**src/rtl/dual_pwm_clkgen_pkg.sv**
```systemverilog
`timescale 1ns/1ps
package dual_pwm_clkgen_pkg;
  localparam int unsigned NUM_GEN = 2;
  typedef enum int unsigned {
    GEN_A = 0,
    GEN_B = 1
  } gen_id_e;
endpackage

```
**src/rtl/dpc_prescaler.sv**
```systemverilog
`timescale 1ns/1ps
module dpc_prescaler #(
  parameter int unsigned MAX_EXP = 10
) (
  input  logic             clk,
  input  logic             rst,
  output logic [MAX_EXP:0] strobe_o
);
  logic [MAX_EXP-1:0] cnt_q;

  always_ff @(posedge clk) begin
    if (rst) cnt_q <= '0;
    else     cnt_q <= cnt_q + 1'b1;
  end

  assign strobe_o[0] = 1'b1;
  for (genvar k = 1; k <= MAX_EXP; k++) begin : g_tap
    assign strobe_o[k] = &cnt_q[k-1:0];
  end
endmodule

```
**src/rtl/dpc_mode_reg.sv**
```systemverilog
`timescale 1ns/1ps
module dpc_mode_reg #(
  parameter int unsigned HALF_W  = 16,
  parameter int unsigned NUM_GEN = 2,
  localparam int unsigned REG_W  = HALF_W * NUM_GEN
) (
  input  logic               clk,
  input  logic               rst,
  input  logic               wr_en,
  input  logic [REG_W-1:0]   wr_data,
  output logic [REG_W-1:0]   mode_o,
  output logic [NUM_GEN-1:0] restart_o
);
  logic [REG_W-1:0] mode_q;

  always_ff @(posedge clk) begin
    if (rst)        mode_q <= '0;
    else if (wr_en) mode_q <= wr_data;
  end

  for (genvar g = 0; g < NUM_GEN; g++) begin : g_restart
    assign restart_o[g] = wr_en &&
      (wr_data[g*HALF_W +: HALF_W] != mode_q[g*HALF_W +: HALF_W]);
  end

  assign mode_o = mode_q;

  // the register takes the written word
  a_r1_readback: assert property (@(posedge clk) disable iff (rst)
    wr_en |=> (mode_o == $past(wr_data)));
  // without a write the contents are kept
  a_r7_hold: assert property (@(posedge clk) disable iff (rst)
    !wr_en |=> $stable(mode_o));
endmodule

```
**src/rtl/dpc_divider.sv**
```systemverilog
`timescale 1ns/1ps
module dpc_divider #(
  parameter int unsigned DIV_W   = 8,
  parameter int unsigned EXP_W   = 4,
  parameter int unsigned MAX_EXP = 10
) (
  input  logic             clk,
  input  logic             rst,
  input  logic [MAX_EXP:0] strobe_i,
  input  logic [DIV_W-1:0] div_i,
  input  logic [EXP_W-1:0] exp_i,
  input  logic             restart_i,
  output logic             tick_o
);
  logic             active;
  logic             step;
  logic             last;
  logic [DIV_W-1:0] cnt_q;
  logic             tick_q;

  assign active = (div_i != '0) && (int'(exp_i) <= int'(MAX_EXP));
  assign last   = (cnt_q == div_i - 1'b1);

  always_comb begin
    step = 1'b0;
    for (int k = 0; k <= int'(MAX_EXP); k++) begin
      if (int'(exp_i) == k) step = strobe_i[k];
    end
  end

  always_ff @(posedge clk) begin
    if (rst || restart_i) begin
      cnt_q  <= '0;
      tick_q <= 1'b0;
    end else begin
      tick_q <= active && step && last;
      if (active && step) cnt_q <= last ? '0 : cnt_q + 1'b1;
    end
  end

  assign tick_o = tick_q;

  // the divide count never reaches the divisor while live
  a_r2_cnt_bound: assert property (@(posedge clk) disable iff (rst)
    active |-> (cnt_q < div_i));
  // out-of-range exponent yields no tick
  a_r5_exp_idle: assert property (@(posedge clk) disable iff (rst)
    (int'(exp_i) > int'(MAX_EXP)) |=> !tick_o);
  // back-to-back ticks only with period one
  a_r8_single_pulse: assert property (@(posedge clk) disable iff (rst)
    (tick_o && ((div_i > 1) || (exp_i != '0))) |=> !tick_o);
endmodule

```
**src/rtl/dual_pwm_clkgen.sv**
```systemverilog
`timescale 1ns/1ps
module dual_pwm_clkgen
  import dual_pwm_clkgen_pkg::*;
#(
  parameter int unsigned DIV_W   = 8,
  parameter int unsigned EXP_W   = 4,
  parameter int unsigned MAX_EXP = 10,
  parameter int unsigned HALF_W  = 16,
  localparam int unsigned REG_W  = HALF_W * NUM_GEN
) (
  input  logic             clk,
  input  logic             rst,
  input  logic             wr_en,
  input  logic [REG_W-1:0] wr_data,
  output logic [REG_W-1:0] rd_data,
  output logic             clka_tick,
  output logic             clkb_tick
);
  logic [REG_W-1:0]   mode;
  logic [NUM_GEN-1:0] restart;
  logic [NUM_GEN-1:0] tick_vec;
  logic [MAX_EXP:0]   strobe;

  dpc_mode_reg #(.HALF_W(HALF_W), .NUM_GEN(NUM_GEN)) i_mode (
    .clk(clk), .rst(rst), .wr_en(wr_en), .wr_data(wr_data),
    .mode_o(mode), .restart_o(restart)
  );

  dpc_prescaler #(.MAX_EXP(MAX_EXP)) i_pre (
    .clk(clk), .rst(rst), .strobe_o(strobe)
  );

  for (genvar g = 0; g < NUM_GEN; g++) begin : g_gen
    dpc_divider #(.DIV_W(DIV_W), .EXP_W(EXP_W), .MAX_EXP(MAX_EXP)) i_div (
      .clk(clk), .rst(rst), .strobe_i(strobe),
      .div_i(mode[g*HALF_W +: DIV_W]),
      .exp_i(mode[g*HALF_W + DIV_W +: EXP_W]),
      .restart_i(restart[g]),
      .tick_o(tick_vec[g])
    );

    // a zero half never ticks
    a_r4_zero_half_idle: assert property (@(posedge clk) disable iff (rst)
      (mode[g*HALF_W +: HALF_W] == '0) |=> !tick_vec[g]);
  end

  assign rd_data   = mode;
  assign clka_tick = tick_vec[GEN_A];
  assign clkb_tick = tick_vec[GEN_B];

  // no tick directly after reset
  a_r9_reset_quiet: assert property (@(posedge clk)
    $past(rst) |-> (tick_vec == '0));
endmodule

```
**config.mk**
```make
export PLATFORM = sky130hd
export DESIGN_NAME = dual_pwm_clkgen
export DESIGN_NICKNAME = d
export VERILOG_FILES = /design/src/rtl/dual_pwm_clkgen_pkg.sv /design/src/rtl/dpc_prescaler.sv /design/src/rtl/dpc_mode_reg.sv /design/src/rtl/dpc_divider.sv /design/src/rtl/dual_pwm_clkgen.sv
export SDC_FILE = /design/constraint.sdc
export NUM_CORES = 1
export LEC_CHECK = 0
export CAP_MARGIN = 20
export CORE_MARGIN = 10
export CORE_UTILIZATION = 47
export CTS_CLUSTER_SIZE = 28
export DETAILED_ROUTE_END_ITERATION = 10
export GPL_TIMING_DRIVEN = 0
export PLACE_DENSITY = 0.76
export SYNTH_ARGS = -nofsm -noshare
export SYNTH_HDL_FRONTEND = slang
export SYNTH_SLANG_ARGS = --single-unit
```
**constraint.sdc**
```tcl
create_clock -name clk -period 2.37 [get_ports clk]
set_input_delay 0.474 -clock clk [delete_from_list [all_inputs] [get_ports clk]]
set_output_delay 0.474 -clock clk [all_outputs]
set_load 0.01 [all_outputs]
```
# == Yosys cells after proc, flatten, opt, wreduce, memory -nomap -nowiden ==
# Index checks and enable logic that the tools add are counted.
# W data, S select, Z words.
# word_totals
rom_bits,0
latchBits,0
ram_bits,0
memories,0
regBits,60
elab_cells,84
# classes
n_mux,24
n_eq_ne,24
bitwise_logic,0
shifts,0
addsub,5
div,0
multipliers,0
n_reduce_logical,23
order_cmp,2
# ops
operator,count
$eq A4 B4 Y1 const B,14
$ne A16 B16 Y1,2
$mux W1,22
$add A8 B1 Y8 const B,2
$eq A4 B3 Y1 const B,4
$eq A8 B8 Y1,2
$mux W8,2
$reduce_bool A8 Y1,2
$sub A8 B1 Y8 const B,2
$add A10 B1 Y10 const B,1
$reduce_and A10 Y1,1
$reduce_and A9 Y1,1
$eq A4 B2 Y1 const B,2
$le A4 B4 Y1 const B,2
$logic_and A1 B1 Y1,8
$logic_not A4 Y1,2
$reduce_and A8 Y1,1
$reduce_and A7 Y1,1
$reduce_and A6 Y1,1
$reduce_and A5 Y1,1
$reduce_and A4 Y1,1
$reduce_and A3 Y1,1
$logic_or A1 B1 Y1,2
$reduce_and A2 Y1,1

# == Logic depth before layout (Yosys ltp) ==
# depth
depth_word,14
depth_mapped,11

# == Modules after synthesis ==
# A second synthesis with hierarchy kept.
# unflattened
cells_unflattened,374
area_unflattened_um2,3523.4
# modules_own_cells
module,area_per_inst_um2,cells_per_inst,seq_area_each_um2,instances
dpc_divider,792.0,90,180.2,2
dpc_mode_reg,1490.2,145,640.6,1
dpc_prescaler,449.2,49,200.2,1

# == Least setup slack after synthesis ==
# No wires, ideal clock.
# synth_path
kind,register -> register
startpoint,register i_pre.cnt_q[0]
endpoint,register g_gen[1].i_div.cnt_q[5]
setup_time_ns,0.066
n_path_buf,1
path_slack_ns,-0.051
path_stages_with_launch,12
arrival_ns,2.355
cell_sequence,dfxtp_1 -> ha_1 -> nand3_2 -> buf_6 -> nor3_1 -> ha_1 -> inv_1 -> o21ai_0 -> o311ai_1 -> a21o_1 -> or4_4 -> a21oi_2
# synth_between
elab_chain_cells,11
# synth_rtl
item,line_no,rtl
from (decl),dpc_prescaler.sv:9,logic [MAX_EXP-1:0] cnt_q;
from (signal assigned),dpc_prescaler.sv:13,else cnt_q <= cnt_q + 1'b1;
$mux W1 / $reduce_and A2 Y1 (equally long branches),"dpc_divider.sv:27, dpc_prescaler.sv:18",
$mux W1 (8 in series),dpc_divider.sv:27,if (int'(exp_i) == k) step = strobe_i[k];
$mux W1 (*),dpc_divider.sv:27,
$logic_and A1 B1 Y1 (*),dpc_divider.sv:37,if (active && step) cnt_q <= last ? '0 : cnt_q + 1'b1;
to (signal assigned),dpc_divider.sv:37,
to (decl),dpc_divider.sv:18,logic [DIV_W-1:0] cnt_q;
# Mark *: on every way between the ends. The rest lies on a longest branch, timed or not.
# A chain may end at the register's enable or synchronous reset.

# == Final worst setup path ==
# layout_path
startpoint,register i_pre.cnt_q[1]
endpoint,register g_gen[1].i_div.cnt_q[7]
# layout_between
elab_chain_cells,11
# layout_rtl
item,line_no,rtl
$reduce_and A2 Y1,dpc_prescaler.sv:18,assign strobe_o[k] = &cnt_q[k-1:0];
$mux W1 (8 in series),dpc_divider.sv:27,
$mux W1 (*),dpc_divider.sv:27,
$logic_and A1 B1 Y1 (*),dpc_divider.sv:37,
# Marked as above.

==> impl_metrics.tcl <==
set metrics [dict create \
    max_freq_mhz 434 \
    slowest_stage "dfxtp_2" \
    grt_pass1_vias 3195 \
    slew_headroom_pct 46.4 \
    async_flop_share_pct 0 \
    synth_edf_count 0 \
    finalSetupViolCount 0 \
    synth_fp_nets 448 \
    min_period_ps 2300 \
    dpl_cell_area_mm2 0.00433 \
    worst_pin_slew_ps 804 \
    final_cells 590 \
    yosysTopAreaCellShare_pct 34.0 \
    drive_above_1_share_pct 10.4 \
    die_h_um 107 \
    crit_type "register to register" \
    grt_start_max_net_pins 11 \
    crit_required_ps 2640 \
    ys_ff_latch 60 \
    drc 0 \
    skew_ps 6.58 \
    wl_per_cell_um 16.3 \
    worst_ir_drop_vdd_mv 0.243 \
    synth_cell_types 48 \
    slew_viol_final 0 \
    synth_flop_cell "dfxtp_1" \
    power_density_mw_per_mm2 530 \
    place_ws_ps -267 \
    drt_iter0_drc 204 \
    path_cells "ha_4 > nand3_4 > buf_6 > nor3_4 > ha_2 > inv_2 > o21ai_4 > o311ai_4 > a21o_1 > buf_4 > or3_1 > a21oi_1" \
    dp_hpwl_um 7250 \
    top_layer "met4" \
    hold_path_class "primary input to register" \
    dieArea_mm2 0.0114 \
    via_per_inst 5.43 \
    synth_area_leader_cell "dfxtp_1" \
    crit_buf_inv 3 \
    syn2layout_area_growth_pct 31.8 \
    grt_pass1_wl_um 15500 \
    crit_path_max_incr_delay_ps 350 \
    synth_warnings 0 \
    p_leak_nw 1.85 \
    fin_nets 532 \
    dp_cells 568 \
    num_rows 31 \
    fin_ws_ps 67.3 \
    cts_buffers 9 \
    portBuffers 66 \
    status "finished clean" \
    dr_wl_met2_um 4660 \
    worstPathMaxFanout 8 \
    path_clk_slew_ps 60 \
    cts_num_sinks 60 \
    crit_path_end_kind "register" \
    diodes 0 \
    finalPower_mw 2.47 \
    die_w_um 107 \
    avgSynthCellArea_um2 8.77 \
    finalWirelength_um 9600 \
    insertion_delay_ps 330 \
    grt_antenna_before_repair 0 \
    cts_tree "yes" \
    cts_root_buffer "clkbuf_8" \
    firstDrtPassIters 5 \
    initial_core_util_pct 48.5 \
    syn_inst 403 \
    grt.total_usage_pct 16.6 \
    antenna_left 0 \
    core_region_area_mm2 0.00729 \
    hold_viol_final 0 \
    design_area_mm2 0.00466 \
    cp-start-kind "register" \
    cp_top_family "compound AO/OA/AOI/OAI gates" \
    clk_path_buf_depth 2 \
    synth_area_mm2 0.00353 \
    yosysSeqAreaShare_pct 34.0 \
    wl_met3_um 520 \
    drt-met1-wl_um 4250 \
    finalCritPeriodShare_pct 97.2 \
    globalplace.congestion 0.807 \
    cts_htree_levels 3 \
    cap_violations 0 \
    ff2ff_setup_slack_ps 70 \
    grt.overflow.total 0 \
    num_io_pins 69 \
    vias 3203 \
    cts_hold_buf 0 \
    synth_area_leaders "dfxtp_1, xor2_1, mux2i_1" \
    crit_arrival_ps 2570 \
]
cells in the mapped netlist, types with 2 or more instances:
cell / n
a21oi_1: 9
a31o_2: 2
a21o_1: 7
nand4_1: 11
a2111oi_2: 2
ha_1: 10
xnor2_1: 20
o31ai_1: 2
a211oi_1: 5
nor3b_1: 4
nor2b_1: 8
nand2b_1: 3
xor2_1: 46
or3_1: 2
inv_1: 14
o21ai_0: 8
o311ai_1: 2
nor4_1: 10
nor4b_1: 2
nor3_1: 5
clkbuf_1: 19
nor2_1: 59
buf_2: 4
nand3b_1: 4
mux2i_1: 36
dfxtp_1: 60
nand2_1: 11
nand3_1: 18
state kept, by name, summed over array words and instances (netlist names):
signal              count
g_gen.i_div.cnt_q      16
g_gen.i_div.tick_o      2
i_mode.mode_o          32
i_pre.cnt_q            10
layer usage:
| metal | GRT usage [%] | vias up |
|---|---|---|
| li1 | - | 1579 |
| met4 | 6.67 | 0 |
| met3 | 3.05 | 12 |
| met5 | 0 | - |
| met1 | 20.9 | 1526 |
| met2 | 27.4 | 86 |
per-stage QoR:
| step | hold WS (ps) | utilization, % | TNS, ps |
|---|---|---|---|
| after floorplan | 429 | - | 0 |
| after global placement | 457 | 59.4 | -3180 |
| after detailed placement | 473 | 59.4 | -3810 |
| after CTS | 490 | 62.7 | 0 |
| after global routing | 530 | 63.9 | -24.8 |
| final | 495 | 63.9 | 0 |
worst reg2reg max path, cell delays in order (launching register included):
cell and delay, ps:
dfxtp_2 350, ha_4 170, nand3_4 70, buf_6 150, nor3_4 110, ha_2 190
inv_2 60, o21ai_4 160, o311ai_4 150, a21o_1 230, buf_4 140, or3_1 330
a21oi_1 140
where the power goes:
part | internal [mW] | leakage, nW | switching, mW | total, mW
sequential | 1.05 | 0.492 | 0.0542 | 1.10
clock | 0.428 | 0.0893 | 0.384 | 0.812
combinational | 0.277 | 1.27 | 0.276 | 0.553
final timing paths:
kind,from,to,cells after the start
max,i_pre.cnt_q[1],g_gen[1].i_div.cnt_q[7],12
min,rst,i_pre.cnt_q[1],2
max reg2reg,i_pre.cnt_q[1],g_gen[1].i_div.cnt_q[7],12
min reg2reg,g_gen[1].i_div.cnt_q[7],g_gen[1].i_div.cnt_q[7],2
placed cells by master, fill, tap and decap left out, drive strengths merged, types with 2 or more instances in the layout:
cell type	Yosys	routed
clkdlybuf4s50	0	66
dfxtp	60	60
nor2	59	59
xor2	46	46
mux2i	36	36
clkbuf	19	31
xnor2	20	20
nand3	19	19
inv	14	14
buf	5	13
nand4	12	12
nand2	11	11
nor4	10	10
ha	10	10
a21oi	10	10
nor2b	8	8
o21ai	8	8
a21o	7	7
a211oi	5	5
nor3	5	5
nand3b	4	4
nor3b	4	4
nand2b	3	3
o311ai	3	3
or3	2	2
nor4b	2	2
a31o	2	2
o31ai	2	2
clkinv	0	2
a311oi	2	2
a2111oi	2	2
area by class of cell:
| class | instances | area [µm²] |
|---|---|---|
| Clock buffer | 13 | 159 |
| Timing Repair Buffer | 74 | 721 |
| Multi-Input combinational cell | 305 | 2280 |
| Buffer | 23 | 100 |
| Sequential cell | 60 | 1210 |
| Clock inverter | 2 | 10.0 |
| Tap cell | 99 | 124 |
| Fill cell | 641 | 2640 |
| Inverter | 14 | 52.6 |
cell families after synthesis:
logic type	share of synthesized area, %
compound gates	10.7
simple gates	20.9
flops	34.0
fa+ha+maj	3.54
buf+inv	4.39
xor+xnor	16.4
mux	10.2
timing repair:
item,CTS,global route
setup endpoints to repair,17,13
setup buffers,4,4
pin swaps,4,9
gates resized for setup,11,10
gates cloned,0,0
(Power assumes the default switching activity.)
